**config.mk**
```make
export PLATFORM = sky130hd
export DESIGN_NAME = mem_owner_ctrl
export DESIGN_NICKNAME = d
export VERILOG_FILES = /design/src/rtl/mown_pkg.sv /design/src/rtl/mown_cfg_pipe.sv /design/src/rtl/mown_dram_gate.sv /design/src/rtl/mown_prog_gate.sv /design/src/rtl/mem_owner_ctrl.sv
export SDC_FILE = /design/constraint.sdc
export NUM_CORES = 1
export LEC_CHECK = 0
export ABC_AREA = 1
export BUFFER_PORTS_ARGS = -buffer_cell sky130_fd_sc_hd__buf_4
export CAP_MARGIN = 10
export CORE_ASPECT_RATIO = 0.6
export CORE_MARGIN = 5
export CORE_UTILIZATION = 25
export CTS_CLUSTER_DIAMETER = 120
export DETAILED_ROUTE_END_ITERATION = 12
export PLACE_DENSITY = 0.55
export SYNTH_ARGS = -nofsm -noshare
export SYNTH_HDL_FRONTEND = slang
export SYNTH_SLANG_ARGS = --single-unit
```
**constraint.sdc**
```tcl
create_clock -name clk -period 1.5 [get_ports clk]
set_input_delay 0.15 -clock clk [delete_from_list [all_inputs] [get_ports clk]]
set_output_delay 0.15 -clock clk [all_outputs]
set_load 0.01 [all_outputs]
```
**src/rtl/mown_pkg.sv**
```systemverilog
package mown_pkg;
  typedef enum logic {
    OWN_HOST = 1'b0,
    OWN_COP  = 1'b1
  } owner_e;

  localparam int PROG_BIT = 0;

  function automatic int map_bit(input int blk);
    return 1 + blk;
  endfunction

  function automatic int cpuen_bit(input int blk, input int nblk);
    return 1 + nblk + blk;
  endfunction
endpackage

```
**src/rtl/mown_cfg_pipe.sv**
```systemverilog
module mown_cfg_pipe #(
  parameter int W      = 5,
  parameter int STAGES = 2
) (
  input  logic         clk,
  input  logic         rst,
  input  logic         we,
  input  logic [W-1:0] wdata,
  output logic [W-1:0] active
);
  logic [W-1:0] stage_q [STAGES];

  always_ff @(posedge clk) begin
    if (rst) stage_q[0] <= '0;
    else if (we) stage_q[0] <= wdata;
  end

  for (genvar s = 1; s < STAGES; s++) begin : g_delay
    always_ff @(posedge clk) begin
      if (rst) stage_q[s] <= '0;
      else stage_q[s] <= stage_q[s-1];
    end
  end

  assign active = stage_q[STAGES-1];
endmodule

```
**src/rtl/mown_dram_gate.sv**
```systemverilog
module mown_dram_gate
  import mown_pkg::*;
(
  input  owner_e owner,
  input  logic   cpu_en,
  input  logic   cpu_req,
  input  logic   cop_req,
  output logic   cpu_ok,
  output logic   cop_ok,
  output logic   refused
);
  always_comb begin
    cop_ok  = cop_req && (owner == OWN_COP);
    cpu_ok  = cpu_req && ((owner == OWN_HOST) || cpu_en);
    refused = (cpu_req && !cpu_ok) || (cop_req && !cop_ok);
  end
endmodule

```
**src/rtl/mown_prog_gate.sv**
```systemverilog
module mown_prog_gate
  import mown_pkg::*;
(
  input  owner_e owner,
  input  logic   cpu_req,
  input  logic   dbg_req,
  input  logic   cop_req,
  output logic   cpu_ok,
  output logic   dbg_ok,
  output logic   cop_ok,
  output logic   refused
);
  always_comb begin
    cpu_ok  = cpu_req && (owner == OWN_HOST);
    cop_ok  = cop_req && (owner == OWN_COP);
    dbg_ok  = dbg_req;
    refused = (cpu_req && !cpu_ok) || (cop_req && !cop_ok);
  end
endmodule

```
**src/rtl/mem_owner_ctrl.sv**
```systemverilog
module mem_owner_ctrl
  import mown_pkg::*;
#(
  parameter int N      = 2,
  parameter int STAGES = 2,
  localparam int CW    = 1 + 2 * N
) (
  input  logic          clk,
  input  logic          rst,
  input  logic          cfg_we,
  input  logic [CW-1:0] cfg_wdata,
  input  logic [N-1:0]  cpu_dreq,
  input  logic          cpu_preq,
  input  logic          dbg_preq,
  input  logic [N-1:0]  cop_dreq,
  input  logic          cop_preq,
  output logic [N-1:0]  cpu_dgnt,
  output logic          cpu_pgnt,
  output logic          dbg_pgnt,
  output logic [N-1:0]  cop_dgnt,
  output logic          cop_pgnt,
  output logic          access_fault
);
  logic [CW-1:0] cfg_act;
  logic [N-1:0]  cpu_d_ok, cop_d_ok, d_refused;
  logic          cpu_p_ok, dbg_p_ok, cop_p_ok, p_refused;

  mown_cfg_pipe #(.W(CW), .STAGES(STAGES)) u_pipe (
    .clk    (clk),
    .rst    (rst),
    .we     (cfg_we),
    .wdata  (cfg_wdata),
    .active (cfg_act)
  );

  for (genvar b = 0; b < N; b++) begin : g_dram
    mown_dram_gate u_gate (
      .owner   (owner_e'(cfg_act[map_bit(b)])),
      .cpu_en  (cfg_act[cpuen_bit(b, N)]),
      .cpu_req (cpu_dreq[b]),
      .cop_req (cop_dreq[b]),
      .cpu_ok  (cpu_d_ok[b]),
      .cop_ok  (cop_d_ok[b]),
      .refused (d_refused[b])
    );
  end

  mown_prog_gate u_prog (
    .owner   (owner_e'(cfg_act[PROG_BIT])),
    .cpu_req (cpu_preq),
    .dbg_req (dbg_preq),
    .cop_req (cop_preq),
    .cpu_ok  (cpu_p_ok),
    .dbg_ok  (dbg_p_ok),
    .cop_ok  (cop_p_ok),
    .refused (p_refused)
  );

  always_ff @(posedge clk) begin
    if (rst) begin
      cpu_dgnt     <= '0;
      cop_dgnt     <= '0;
      cpu_pgnt     <= 1'b0;
      dbg_pgnt     <= 1'b0;
      cop_pgnt     <= 1'b0;
      access_fault <= 1'b0;
    end else begin
      cpu_dgnt     <= cpu_d_ok;
      cop_dgnt     <= cop_d_ok;
      cpu_pgnt     <= cpu_p_ok;
      dbg_pgnt     <= dbg_p_ok;
      cop_pgnt     <= cop_p_ok;
      access_fault <= (|d_refused) || p_refused;
    end
  end
endmodule

```
==> impl_metrics.csv <==
group,metric,value,unit
outcome,status,"finished, final reports clean",
placed_design,place_congestion,0.680,
floorplanning,rows,14,
clocking,postCtsSetupBuffers,0,
clocking,cts-root-buf,"clkbuf_8",
critical_path,crit_chain,"inv_1, nand2_1, nand3_1, nor2_1, nor2_1",
synthesis,ys_top_cells_by_area,"dfxtp_1 42%, edfxtp_1 24%, inv_1 10%",
drt,dr.pass1.iters,4,
floorplanning,die_h,48.6,µm
placed_design,dpl-instance-area,821,µm²
clocking,numCtsBuffers,3,
clocking,h-tree-depth,1,
synthesis,synth.top_cell.area_share,41.9,%
cells_and_area,final_cell_mix,"22 x buf_4, 17 x inv_1, 17 x nor2_1, 13 x dfxtp_1, 11 x nand2_1",
placed_design,port_buffers,22,
placed_design,dpl.hpwl,887,µm
pwr,power_density,1170,nW/µm²
synthesis,synthCells,71,
floorplanning,die_width,74.3,µm
clocking,ctsResizeCount,0,
grt,grt_overflow,0,
drt,vias,452,
timing,tightest_slew,0.151,ns
critical_path,critPathCaptureType,"flop",
critical_path,cp_max_fo,4,
critical_path,crit_slowest_cell,"dfxtp_1",
synthesis,netlist_area,621,µm²
critical_path,crit_cells,5,
timing,slew-limit-headroom,89.9,%
critical_path,critical-path-top-delay-family,"flip-flops",
synthesis,synth_area_leader_cell,"dfxtp_1",
critical_path,crit_buf_inv,1,
cells_and_area,syn_to_final_growth,41.1,%
drt,initialDrtViolationCount,6,
synthesis,syn_avg_cell_area,8.74,µm²
cells_and_area,final_common_cell,"buf_4",
timing,rsz0062_at_grt,"false",
drt,antenna_left,0,
cells_and_area,antenna_cells,0,
timing,hold_violations,0,
timing,slew_viol_final,0,
pwr,power_leakage,0.435,nW
floorplanning,die_area,3610,µm²
placed_design,dpl.cell_count,124,
timing,finalCritPeriodShare,56.7,%
synthesis,syn-num-nets,86,
timing,fmax,1180,MHz
timing,setup_viol,0,
hold_path,hold_path_depth,3,
pwr,total_power,1.02,mW
floorplanning,boundaryPins,23,
critical_path,max_stage_delay,0.38,ns
floorplanning,coreArea,2430,µm²
timing,final.setup.tns,0,ns
grt,first_global_vias,429,
clocking,clock_latency,0.25,ns
clocking,clockBufferDepth,2,
grt,grt_usage,6.28,%
critical_path,arrival,1.00,ns
grt,antenna_found_initial,0,
timing,min_period,0.850,ns
pwr,vdd_drop_max,0.444,mV
clocking,cts_hold_buffers,0,
synthesis,yosysUniqueCellTypes,9,
critical_path,r2r_cells,5,
drt,drc_errors,0,
cells_and_area,stdcell_count,128,
cells_and_area,nets,112,
drt,wirelength,1140,µm
synthesis,ys_seq_area_share,66.1,%
critical_path,crit_required,1.65,ns
clocking,path_clk_slew,0.06,ns
cells_and_area,final_area,876,µm²
drt,wl_per_cell,8.93,µm
hold_path,hold_path_class,"input pin to flop",
cells_and_area,drive_above_1_share,28.1,%
synthesis,yosysWarnings,0,
synthesis,ys_ff_latch,18,
grt,grt_pass1_wl,1680,µm
critical_path,start_kind,"flop",
clocking,cts_tree,"done",
floorplanning,start_util,25.5,%
critical_path,worstSetupPathType,"flop to flop",
grt,grt_max_degree,14,
drt,viasPerCell,3.53,
critical_path,crit_path_frequent_cell,"nor2_1",
timing,fin_skew,0.00108,ns
clocking,numClockSinks,18,
job,drv_cap,0,
==> synthesized netlist by cell type <==
library cell   n
nand2_1       11
edfxtp_1       5
a21oi_1        2
nor2_1        17
or2_2          1
dfxtp_1       13
buf_2          1
inv_1         17
nand3_1        4
==> kinds of logic (layout without fill, tap and decap cells) <==
| logic type | count (synthesis) | after routing | share of synthesized area, % |
|---|---|---|---|
| flops | 18 | 18 | 66.1 |
| simple gates | 33 | 33 | 21.2 |
| compound gates | 2 | 2 | 1.61 |
| buf+inv | 18 | 43 | 11.1 |
==> worst reg2reg max path, stage by stage, from the launching register on <==
cell	delay [ns]
dfxtp_1	0.38
inv_1	0.05
nand2_1	0.05
nand3_1	0.09
nor2_1	0.12
nor2_1	0.05
==> final timing paths <==
path | start | endpoint | slack [ns]
setup / recovery | u_pipe.stage_q[1][1] | access_fault | 0.65
hold / removal | dbg_preq | dbg_pgnt | 0.09
setup reg to reg | u_pipe.stage_q[1][1] | access_fault | 0.65
hold reg to reg | u_pipe.stage_q[1][0] | cop_pgnt | 0.45
==> layout make-up <==
cell class	count	area, µm²
tap	32	40.0
timing repair buffer	22	165
multi-input combinational	35	141
inverter	17	63.8
fill	250	1560
sequential	18	410
clock buffer	4	55.1
==> where the power goes <==
part	internal (mW)	total, mW	leakage (nW)	switching, mW
Clock	0.233	0.390	0.0288	0.157
Combinational	0.0505	0.0955	0.245	0.0449
Sequential	0.529	0.539	0.161	0.00988
Total	0.813	1.02	0.435	0.212
==> sequential cells by signal (all words and copies together) (netlist names) <==
register / flops
access_fault: 1
cop_dgnt: 2
cop_pgnt: 1
cpu_dgnt: 2
cpu_pgnt: 1
dbg_pgnt: 1
u_pipe.stage_q: 10
==> per-stage QoR <==
stage	hold slack, ns	setup slack, ns	utilization, %
3_5_place_dp	0.358	0.558	33.7
6_report	0.0948	0.650	36.0
5_1_grt	0.101	0.615	36.0
2_1_floorplan	0.222	0.762	-
4_1_cts	0.0943	0.652	36.0
3_3_place_gp	0.362	0.575	33.7
==> per-layer routing <==
| metal | track usage, % | share of wire [%] | vias to the layer above |
|---|---|---|---|
| li1 | - | - | 256 |
| met1 | 6.46 | 45 | 175 |
| met2 | 10.0 | 41 | 19 |
| met3 | 4.75 | 12 | 2 |
| met4 | 1.78 | 1.2 | 0 |
| met5 | 0 | 0 | - |
No activity file was read; power rests on OpenSTA's default activity.
